**config.mk**
```make
export PLATFORM = sky130hd
export DESIGN_NAME = dbell_regfile
export DESIGN_NICKNAME = d
export VERILOG_FILES = /design/src/rtl/dbell_regfile.sv
export SDC_FILE = /design/constraint.sdc
export NUM_CORES = 1
export LEC_CHECK = 0
export ABC_AREA = 1
export BUFFER_PORTS_ARGS = -buffer_cell sky130_fd_sc_hd__buf_2
export CAP_MARGIN = 20
export CORE_UTILIZATION = 50
export DETAILED_ROUTE_END_ITERATION = 8
export PLACE_DENSITY_LB_ADDON = 0.08
export SLEW_MARGIN = 25
export SYNTH_ARGS = -nofsm -noshare
export SYNTH_HDL_FRONTEND = slang
export SYNTH_SLANG_ARGS = --single-unit
```
**constraint.sdc**
```tcl
create_clock -name clk -period 2.4 [get_ports clk]
set_input_delay 0.48 -clock clk [delete_from_list [all_inputs] [get_ports clk]]
set_output_delay 0.48 -clock clk [all_outputs]
set_load 0.05 [all_outputs]
```
**src/rtl/dbell_regfile.sv**
```systemverilog
`timescale 1ns/1ps
module dbell_regfile #(
  parameter int NVEC      = 4,
  parameter int MAX_PEERS = 16,
  parameter int ID_W      = 16
) (
  input  logic            clk,
  input  logic            rst_n,
  input  logic            bus_wr,
  input  logic            bus_rd,
  input  logic [7:0]      bus_addr,
  input  logic [31:0]     bus_wdata,
  output logic [31:0]     bus_rdata,
  input  logic [ID_W-1:0] local_id,
  input  logic            msg_mode,
  input  logic            msg_en,
  input  logic [7:0]      irq_pin_cfg,
  input  logic [NVEC-1:0] evt_in,
  input  logic            cfg_npeers_we,
  input  logic [7:0]      cfg_npeers,
  input  logic            cfg_vcnt_we,
  input  logic [3:0]      cfg_peer_idx,
  input  logic [7:0]      cfg_vcnt,
  output logic            irq_level,
  output logic [NVEC-1:0] msi_req,
  output logic            db_valid,
  output logic [15:0]     db_dest,
  output logic [7:0]      db_vector
);
  localparam int PIDX_W = $clog2(MAX_PEERS);
  localparam int CNT_W  = $clog2(MAX_PEERS + 1);

  logic [31:0]      mask_q, stat_q, stat_d;
  logic [CNT_W-1:0] npeers_q;
  logic [7:0]       vcnt_q [MAX_PEERS];

  wire [5:0] word    = bus_addr[7:2];
  wire wr_mask       = bus_wr && (word == 6'd0);
  wire wr_stat       = bus_wr && (word == 6'd1);
  wire wr_db         = bus_wr && (word == 6'd3);
  wire rd_stat       = bus_rd && (bus_addr == 8'h04);
  wire legacy_evt    = !msg_mode && (|evt_in);

  wire [15:0] req_dest = bus_wdata[31:16];
  wire [7:0]  req_vec  = bus_wdata[7:0];
  wire dest_ok = req_dest < 16'(npeers_q);
  wire vec_ok  = req_vec < vcnt_q[req_dest[PIDX_W-1:0]];

  always_comb begin
    stat_d = stat_q;
    if (rd_stat)    stat_d = '0;
    if (wr_stat)    stat_d = bus_wdata;
    if (legacy_evt) stat_d = 32'd1;
  end

  always_ff @(posedge clk) begin
    if (!rst_n) begin
      mask_q    <= '0;
      stat_q    <= '0;
      npeers_q  <= '0;
      msi_req   <= '0;
      db_valid  <= 1'b0;
      db_dest   <= '0;
      db_vector <= '0;
    end else begin
      stat_q  <= stat_d;
      msi_req <= (msg_mode && msg_en) ? evt_in : '0;
      if (wr_mask) mask_q <= bus_wdata;
      if (cfg_npeers_we)
        npeers_q <= (cfg_npeers > 8'(MAX_PEERS)) ? CNT_W'(MAX_PEERS) : cfg_npeers[CNT_W-1:0];
      db_valid <= wr_db && dest_ok && vec_ok;
      if (wr_db) begin
        db_dest   <= req_dest;
        db_vector <= req_vec;
      end
    end
  end

  for (genvar p = 0; p < MAX_PEERS; p++) begin : g_vtab
    always_ff @(posedge clk) begin
      if (!rst_n)                                       vcnt_q[p] <= '0;
      else if (cfg_vcnt_we && cfg_peer_idx == PIDX_W'(p)) vcnt_q[p] <= cfg_vcnt;
    end
  end

  always_comb begin
    bus_rdata = '0;
    if (bus_rd) begin
      case (bus_addr)
        8'h00:   bus_rdata = mask_q;
        8'h04:   bus_rdata = stat_q;
        8'h08:   bus_rdata = 32'(local_id);
        default: bus_rdata = '0;
      endcase
    end
  end

  assign irq_level = !msg_mode && (irq_pin_cfg != 8'd0) && (|(stat_q & mask_q));

  AST_MASK_WRITE: assert property (@(posedge clk) disable iff (!rst_n)
    wr_mask |=> mask_q == $past(bus_wdata));
  AST_READ_CLEARS: assert property (@(posedge clk) disable iff (!rst_n)
    (rd_stat && !wr_stat && !legacy_evt) |=> stat_q == 32'd0);
  AST_DB_SOURCE: assert property (@(posedge clk) disable iff (!rst_n)
    db_valid |-> $past(bus_wr && bus_addr[7:2] == 6'd3));
  AST_DB_IN_RANGE: assert property (@(posedge clk) disable iff (!rst_n)
    db_valid |-> (db_dest < MAX_PEERS));
  AST_MSI_GATED: assert property (@(posedge clk) disable iff (!rst_n)
    (|msi_req) |-> $past(msg_mode && msg_en));
  AST_LEGACY_EVT: assert property (@(posedge clk) disable iff (!rst_n)
    (!msg_mode && (|evt_in)) |=> stat_q == 32'd1);
  AST_IRQ_QUIET: assert property (@(posedge clk) disable iff (!rst_n)
    (msg_mode || irq_pin_cfg == 8'd0) |-> !irq_level);
endmodule

```
==> results of run 1 <==
==> through the flow <==
stage	TNS, ns	hold slack (ns)	std cells	power [W]
after floorplan	-4.285	0.4390	1230	0.004742
after global placement	-0.02435	0.4496	1648	0.005092
after detailed placement	-0.07927	0.4553	1648	0.005104
after CTS	0	0.1955	1690	0.008595
after global routing	-0.04592	0.2189	1692	0.008841
final	0	0.2070	1692	0.008555
==> registers in the layout, indices dropped and copies added (netlist names) <==
register,flops
vcnt_q,128
mask_q,32
stat_q,32
db_dest,16
db_vector,8
npeers_q,5
msi_req,4
db_valid,1
==> layout by cell type, fill, tap and decap left out, types with 22 or more instances in the layout <==
cell type / n
clkbuf_16: 25
o21ai_0: 130
nand4_1: 22
edfxtp_1: 128
o221ai_1: 28
dfxtp_1: 98
a21oi_1: 104
buf_2: 126
nand2_1: 215
nor2_1: 213
buf_4: 67
inv_1: 104
nand3_1: 44
==> synth_stat cells (5+ instances only) <==
cell type and number:
buf_2 16, inv_1 106, nand4_1 22, o21ai_0 132
clkbuf_1 47, nor2_1 214, o211ai_1 6, ha_1 11
nand3_1 45, dfxtp_1 98, nand2_1 217, nor4_1 5
nor3_1 5, o22ai_1 8, o221ai_1 28, edfxtp_1 128
a21oi_1 105
==> what timing repair did <==
item / in CTS / in global routing
setup buffers: 0 / 2
pin swaps: 1 / 4
setup endpoints to repair: 5 / 33
resized for setup: 10 / 56
hold buffers: 0 / 0
==> tightest hold or removal path, cell delays in order <==
cell and delay [ns]:
buf_2 0.09, inv_1 0.06, nor2_1 0.05
==> final timing paths <==
path	start	to	slack (ns)	cells after the start
max	bus_addr[5]	bus_rdata[6]	0.05	10
max reg2reg	vcnt_q[13][7]	db_valid	0.50	11
min reg2reg	stat_q[6]	stat_q[6]	0.46	2
min	evt_in[2]	msi_req[2]	0.21	3
==> cells by family after synthesis <==
logic type / count (synthesis) / share of synthesized area, %
and+or+nand+nor: 516 / 20.25
AOI/OAI and AO/OA: 292 / 15.64
DFF: 226 / 55.61
buffers and inverters: 185 / 7.179
adders and majority gates: 11 / 1.318
==> routing by layer <==
layer | GRT usage (%) | wire [µm] | vias to the layer above | share of wire [%]
met5 | 0 | 0 | - | 0
met4 | 8.073 | 717 | 0 | 2.4
met2 | 46.17 | 14350 | 356 | 48
met1 | 39.23 | 12980 | 4417 | 43
li1 | - | - | 4529 | -
met3 | 4.406 | 2137 | 42 | 7.1
==> final cells by class <==
class                   instances  area, µm²  area share (%)
flip-flops and latches        226       5806           45.36
multi-input cells             819       3945           30.82
repair buffers                223       1553           12.13
clock buffers                  34      669.4           5.230
inverters                     112      421.7           3.294
well taps                     270      337.8           2.639
clock inverters                 8      67.56          0.5279
==> power by group <==
part | switching (W) | total (W) | internal, W | leakage [nW]
registers | 0.0000530 | 0.00429 | 0.00423 | 2.02
clock network | 0.00148 | 0.00352 | 0.00204 | 0.362
logic | 0.000490 | 0.000745 | 0.000255 | 2.95
==> PnR_summary.wiki, run 1 <==
{| class="wikitable"
! Metric !! Value
|-
| Ordered cell list for the critical path || buf_2, nor2_2, nand2_2, nor3_4, nand2_2, buf_4, o221ai_1, nand2_1, inv_1, buf_4
|-
| Clock root buffer master || clkbuf_16
|-
| Max capacitance violation total || 0
|-
| Final count of pins violating max slew || 0
|-
| Vias in the first global route || 8760
|-
| TritonCTS Buffers || 24
|-
| Number of inserted diodes || 0
|-
| Worst setup SP type || input port
|-
| Die width || 146.5 µm
|-
| Dpl hpwl || roughly 21 mm
|-
| Mean area per synthesized cell || approximately 8.5 µm²
|-
| Growth of design area from synthesis to finish || 22.60%
|-
| Max clock buf depth || 3
|-
| Dominant cells by area after synthesis || edfxtp_1 (37%), dfxtp_1 (19%), nand2_1 (7.8%)
|-
| Wire length of the first global-routing pass || between 40 and 50 mm
|-
| Clock-pin slew on the worst setup and hold paths || 0.06 ns
|-
| Grt ovf || 0
|-
| Post-detailed-route wirelength per cell || roughly 18 µm
|-
| Slowest stage cell, crit path || nor3_4
|-
| Part of the cycle the worst path needs || 97.88%
|-
| Data required time of the worst path || about 1.9 ns
|-
| Static leakage || 5.330 nW
|-
| 1st-iter DRT viols || 963
|-
| Starting density of the core || 51.27%
|-
| Clock tree from TritonCTS || built
|-
| Highest ir drop seen on vdd || between 0.6 and 0.7 mV
|-
| Critical path type || input port to primary output
|-
| First drt pass iteration count || 5
|-
| Top cell type by total area after synthesis || edfxtp_1
|-
| Gr usage total || between 20% and 30%
|-
| Predominant post-synthesis flop cell || edfxtp_1
|-
| Number of enable flip-flop cells after synthesis || about 130
|-
| Row Count || 52
|-
| YS warnings || 0
|-
| Maximum number of pins on one net before global-route repair || 62
|-
| Count of endpoints failing setup in the final report || 0
|-
| Worst slew margin relative to its limit || around half
|-
| Arrival time reported for the critical path endpoint || around 1.9 ns
|-
| Worst Tran Pin Value || between 0.7 and 0.8 ns
|-
| Worst-path maximum fanout || 8
|-
| Min-delay worst type || input port to register
|-
| Cell area after technology mapping || 10440 µm²
|-
| Setup Slack @ Placement || -0.05906 ns
|-
| Initial antenna violation count || 0
|-
| Final count of hold timing violations || 0
|-
| Largest clock skew in the final design || approximately 0.017 ns
|-
| Utilization after layout || between 60% and 70%
|-
| Sequential area share after synthesis || between 50 and 60%
|-
| Share of final-layout standard cells stronger than drive strength 1 || about a fifth
|-
| Detailed-route via count || about 9300
|-
| Worst path buffer plus inverter count || 4
|-
| Boundary Pins || roughly 160
|-
| Cell area after placement || between 10000 and 15000 µm²
|-
| Die H || approximately 150 µm
|-
| Worst stage delay on the critical path || 0.23 ns
|-
| Setup crit end kind || primary output
|-
| CORE AREA || just over 20000 µm²
|-
| Via/cell ratio || 5.522
|-
| Top cell family by delay on the critical path || simple AND/OR/NAND/NOR gates
|-
| Achievable frequency || around 430 MHz
|-
| Count of buffers from port buffering || 157
|-
| H-tree level count || 1
|-
| Placer Congestion || just over 0.9
|-
| Insertion delay of the later-clocked pin in the worst-skew pair || 0.52 ns
|-
| Power density over cell area || roughly 670 nW/µm²
|-
| Asr flop ratio synth || 0%
|-
| CTS Sinks || around 230
|-
| Number of inserted filler cells in the final layout || about 1800
|-
| Final Cell Area || between 10000 and 15000 µm²
|-
| Overall die area || roughly 21000 µm²
|-
| DRT Wirelength || 30.19 mm
|-
| Area share of the largest cell type after synthesis || about 37%
|-
| # DRC || 0
|-
| Worst-case setup margin in the final layout || 0.05083 ns
|-
| Post-Syn Nets || between 1000 and 1500
|-
| Total number of nets in the final design || 1513
|-
| Run status || finished clean
|-
| Number of distinct library cells after synthesis || 38
|-
| Gate Count Post-Synth || 1230
|-
| Clock period minus worst slack || 2.349 ns
|-
| Number of register bits inferred by synthesis || ~230
|-
| DRT antenna net count || 0
|}
No activity file was read; power rests on OpenSTA's default activity.
==> inputs of run 2 (changes only) <==
==> constraint.sdc (replaced) <==
create_clock -name clk -period 2.4 [get_ports clk]
set_input_delay 0.12 -clock clk [delete_from_list [all_inputs] [get_ports clk]]
set_output_delay 0.12 -clock clk [all_outputs]
set_load 0.05 [all_outputs]
==> PnR_summary.wiki, run 2 (synthesis results as in run 1) <==
{| class="wikitable"
! Metric !! Value
|-
| Arrival time reported for the critical path endpoint || 2.03 ns (was 1.87 ns)
|-
| Row Count || 52 (unchanged)
|-
| Detailed-route via count || 9418 (was 9344)
|-
| Post-detailed-route wirelength per cell || 17.89 µm (was 17.84 µm)
|-
| Clock period minus worst slack || 2.153 ns (was 2.349 ns)
|-
| Starting density of the core || 51.27% (unchanged)
|-
| CTS Sinks || 226 (unchanged)
|-
| First element of the critical path || mask_q[28] (was bus_addr[5])
|-
| 1st-iter DRT viols || 708 (was 963)
|-
| Max reg flops || 128 (unchanged)
|-
| DRT antenna net count || 0 (unchanged)
|-
| Grt ovf || 0 (unchanged)
|-
| Highest ir drop seen on vdd || 0.5617 mV (was 0.6180 mV)
|-
| Data required time of the worst path || 2.28 ns (was 1.92 ns)
|-
| Overall die area || 21460 µm² (unchanged)
|-
| Growth of design area from synthesis to finish || 22.93% (was 22.60%)
|-
| PostCTS Resize Cnt || 0 (was 10)
|-
| Launch point of the worst reg-to-reg path || vcnt_q[1][7] (was vcnt_q[13][7])
|-
| Maximum number of pins on one net before global-route repair || 57 (was 62)
|-
| CORE AREA || 20360 µm² (unchanged)
|-
| Clock-pin slew on the worst setup and hold paths || 0.06 ns (about the same)
|-
| Combinational cell fraction of total power || 8.7% (about the same)
|-
| Initial antenna violation count || 0 (unchanged)
|-
| Max clock buf depth || 3 (unchanged)
|-
| Die width || 146.5 µm (unchanged)
|-
| Count of buffers from port buffering || 157 (unchanged)
|-
| Worst slew margin relative to its limit || 46.63% (was 51.97%)
|-
| Vias in the first global route || 8865 (was 8760)
|-
| Setup repair after global routing missed its margin || false
|-
| Clock root buffer master || clkbuf_16 (unchanged)
|-
| Insertion delay of the later-clocked pin in the worst-skew pair || 0.52 ns (about the same)
|-
| Cts-stage hold buffer count || 48 (was 0)
|-
| # DRC || 0 (unchanged)
|-
| Gr usage total || 28.35% (was 28.37%)
|-
| Max capacitance violation total || 0 (unchanged)
|-
| Final count of pins violating max slew || 0 (unchanged)
|-
| Switching Fraction || 23.62% (was 23.64%)
|-
| Run status || finished clean (unchanged)
|-
| Placer Congestion || 0.8634 (was 0.9215)
|-
| Static leakage || 5.375 nW (was 5.330 nW)
|-
| Switching pwr || 0.002031 W (was 0.002022 W)
|-
| H-tree level count || 1 (unchanged)
|-
| Worst Tran Pin Value || 0.7952 ns (was 0.7197 ns)
|-
| Part of the cycle the worst path needs || 89.71% (was 97.88%)
|-
| Dpl hpwl || 20.34 mm (was 20.86 mm)
|-
| Worst-path maximum fanout || 3 (was 8)
|-
| Number of inserted diodes || 0 (unchanged)
|-
| Via/cell ratio || 5.501 (was 5.522)
|-
| Highest-count cells in the layout ignoring fill and taps || nand2_1 (217), nor2_1 (214), buf_2 (157), o21ai_0 (131), edfxtp_1 (128) (was nand2_1 (215), nor2_1 (213), o21ai_0 (130), edfxtp_1 (128), buf_2 (126))
|-
| First drt pass iteration count || 5 (unchanged)
|-
| Worst setup SP type || register (was input port)
|-
| Commonest non-fill, non-tap cell in the layout || nand2_1 (unchanged)
|-
| Post-CTS Repair Setup Buffers || 0 (unchanged)
|-
| Total negative slack || 0 ns (unchanged)
|-
| DRT Wirelength || 30.63 mm (was 30.19 mm)
|-
| Clock tree from TritonCTS || built (unchanged)
|-
| Critical path type || register to primary output (was input port to primary output)
|-
| Largest registers ranked by flip-flop count || vcnt_q: 128 flops, mask_q: 32 flops, stat_q: 32 flops (unchanged)
|-
| Share of final-layout standard cells stronger than drive strength 1 || 16.71% (was 19.62%)
|-
| Final count of hold timing violations || 0 (unchanged)
|-
| Worst Hold Launch || msg_mode (was evt_in[2])
|-
| TritonCTS Buffers || 24 (unchanged)
|-
| Finished Layout Cells || 1712 (was 1692)
|-
| Placed Instances || 1620 (was 1648)
|-
| Achievable frequency || 464.5 MHz (was 425.7 MHz)
|-
| Setup crit end kind || primary output (unchanged)
|-
| Sequential share of power || 49.9% (was 50.1%)
|-
| Most flop-heavy register || vcnt_q (unchanged)
|-
| Die H || 146.5 µm (unchanged)
|-
| Largest clock skew in the final design || 0.01600 ns (was 0.01691 ns)
|-
| Internal power consumption || 0.006570 W (was 0.006532 W)
|-
| Min-delay worst type || input port to register (unchanged)
|-
| Boundary Pins || 158 (unchanged)
|-
| Count of endpoints failing setup in the final report || 0 (unchanged)
|-
| Total number of nets in the final design || 1531 (was 1513)
|-
| Wire length of the first global-routing pass || 47.88 mm (was 47.76 mm)
|-
| Power density over cell area || 670.2 nW/µm² (was 668.4 nW/µm²)
|-
| Part of the power in the clock network || 41.4% (was 41.2%)
|}
## run 2: cell types whose count changed in the layout (fill, tap and decap cells not counted), moves of 4 or more
cell and change:
buf_12 -7, buf_2 +31, buf_4 -38, buf_6 -5, clkbuf_4 -11, clkbuf_8 +4, clkinv_2 -4, dlygate4sd3_1 +48
## run 2: cell type report
| type | count | area, µm² |
|---|---|---|
| timing repair buffer | 241 | 1624 |
| fill | 1794 | 7531 |
| inverter | 112 | 421.7 |
| clock buffer | 38 | 725.7 |
| tap | 270 | 337.8 |
| multi-input combinational | 819 | 3885 |
| sequential | 226 | 5806 |
| clock inverter | 6 | 33.78 |
## run 2: critical path, cell delays in order (launching register included)
cell      delay [ns]
dfxtp_1         0.33
nand2_1         0.14
o21ai_0         0.15
a221oi_1        0.30
nand4_1         0.19
o21a_1          0.20
buf_2           0.21
## run 2: path summary, 6_finish.rpt
kind,endpoint,slack [ns],cells past startpoint
max,irq_level,0.25,6
min,stat_q[0],0.02,4
max reg2reg,db_valid,0.44,11
min reg2reg,stat_q[6],0.47,2
## run 2: layer usage
| metal | up-vias | global-route usage [%] | wire length (µm) |
|---|---|---|---|
| met5 | - | 0 | 0 |
| met4 | 0 | 9.115 | 746 |
| met1 | 4395 | 38.69 | 13140 |
| met3 | 49 | 3.594 | 2155 |
| met2 | 406 | 46.93 | 14590 |
| li1 | 4568 | - | - |
## run 2: power groups by stage
stage / Sequential (W) / Clock [W] / Combinational, W
after floorplan: 0.00436 / 0 / 0.000381
after global placement: 0.00437 / 0 / 0.000677
after detailed placement: 0.00437 / 0 / 0.000684
after CTS: 0.00429 / 0.00359 / 0.000745
after global routing: 0.00430 / 0.00373 / 0.000826
final: 0.00429 / 0.00356 / 0.000750
## run 2: stage by stage
stage               utilization, %  total power [W]  hold slack (ns)  instance area, µm²  setup WS, ns
floorplan                        -         0.004742           0.2377               10440        0.3647
global placement             56.93         0.005052           0.3601               11590        0.3433
detailed placement           56.93         0.005059           0.3583               11590        0.3113
CTS                          63.02         0.008626          0.01320               12830        0.2422
global route                 63.02         0.008862          0.07368               12830        0.1586
finish                       63.02         0.008601          0.02388               12830        0.2469
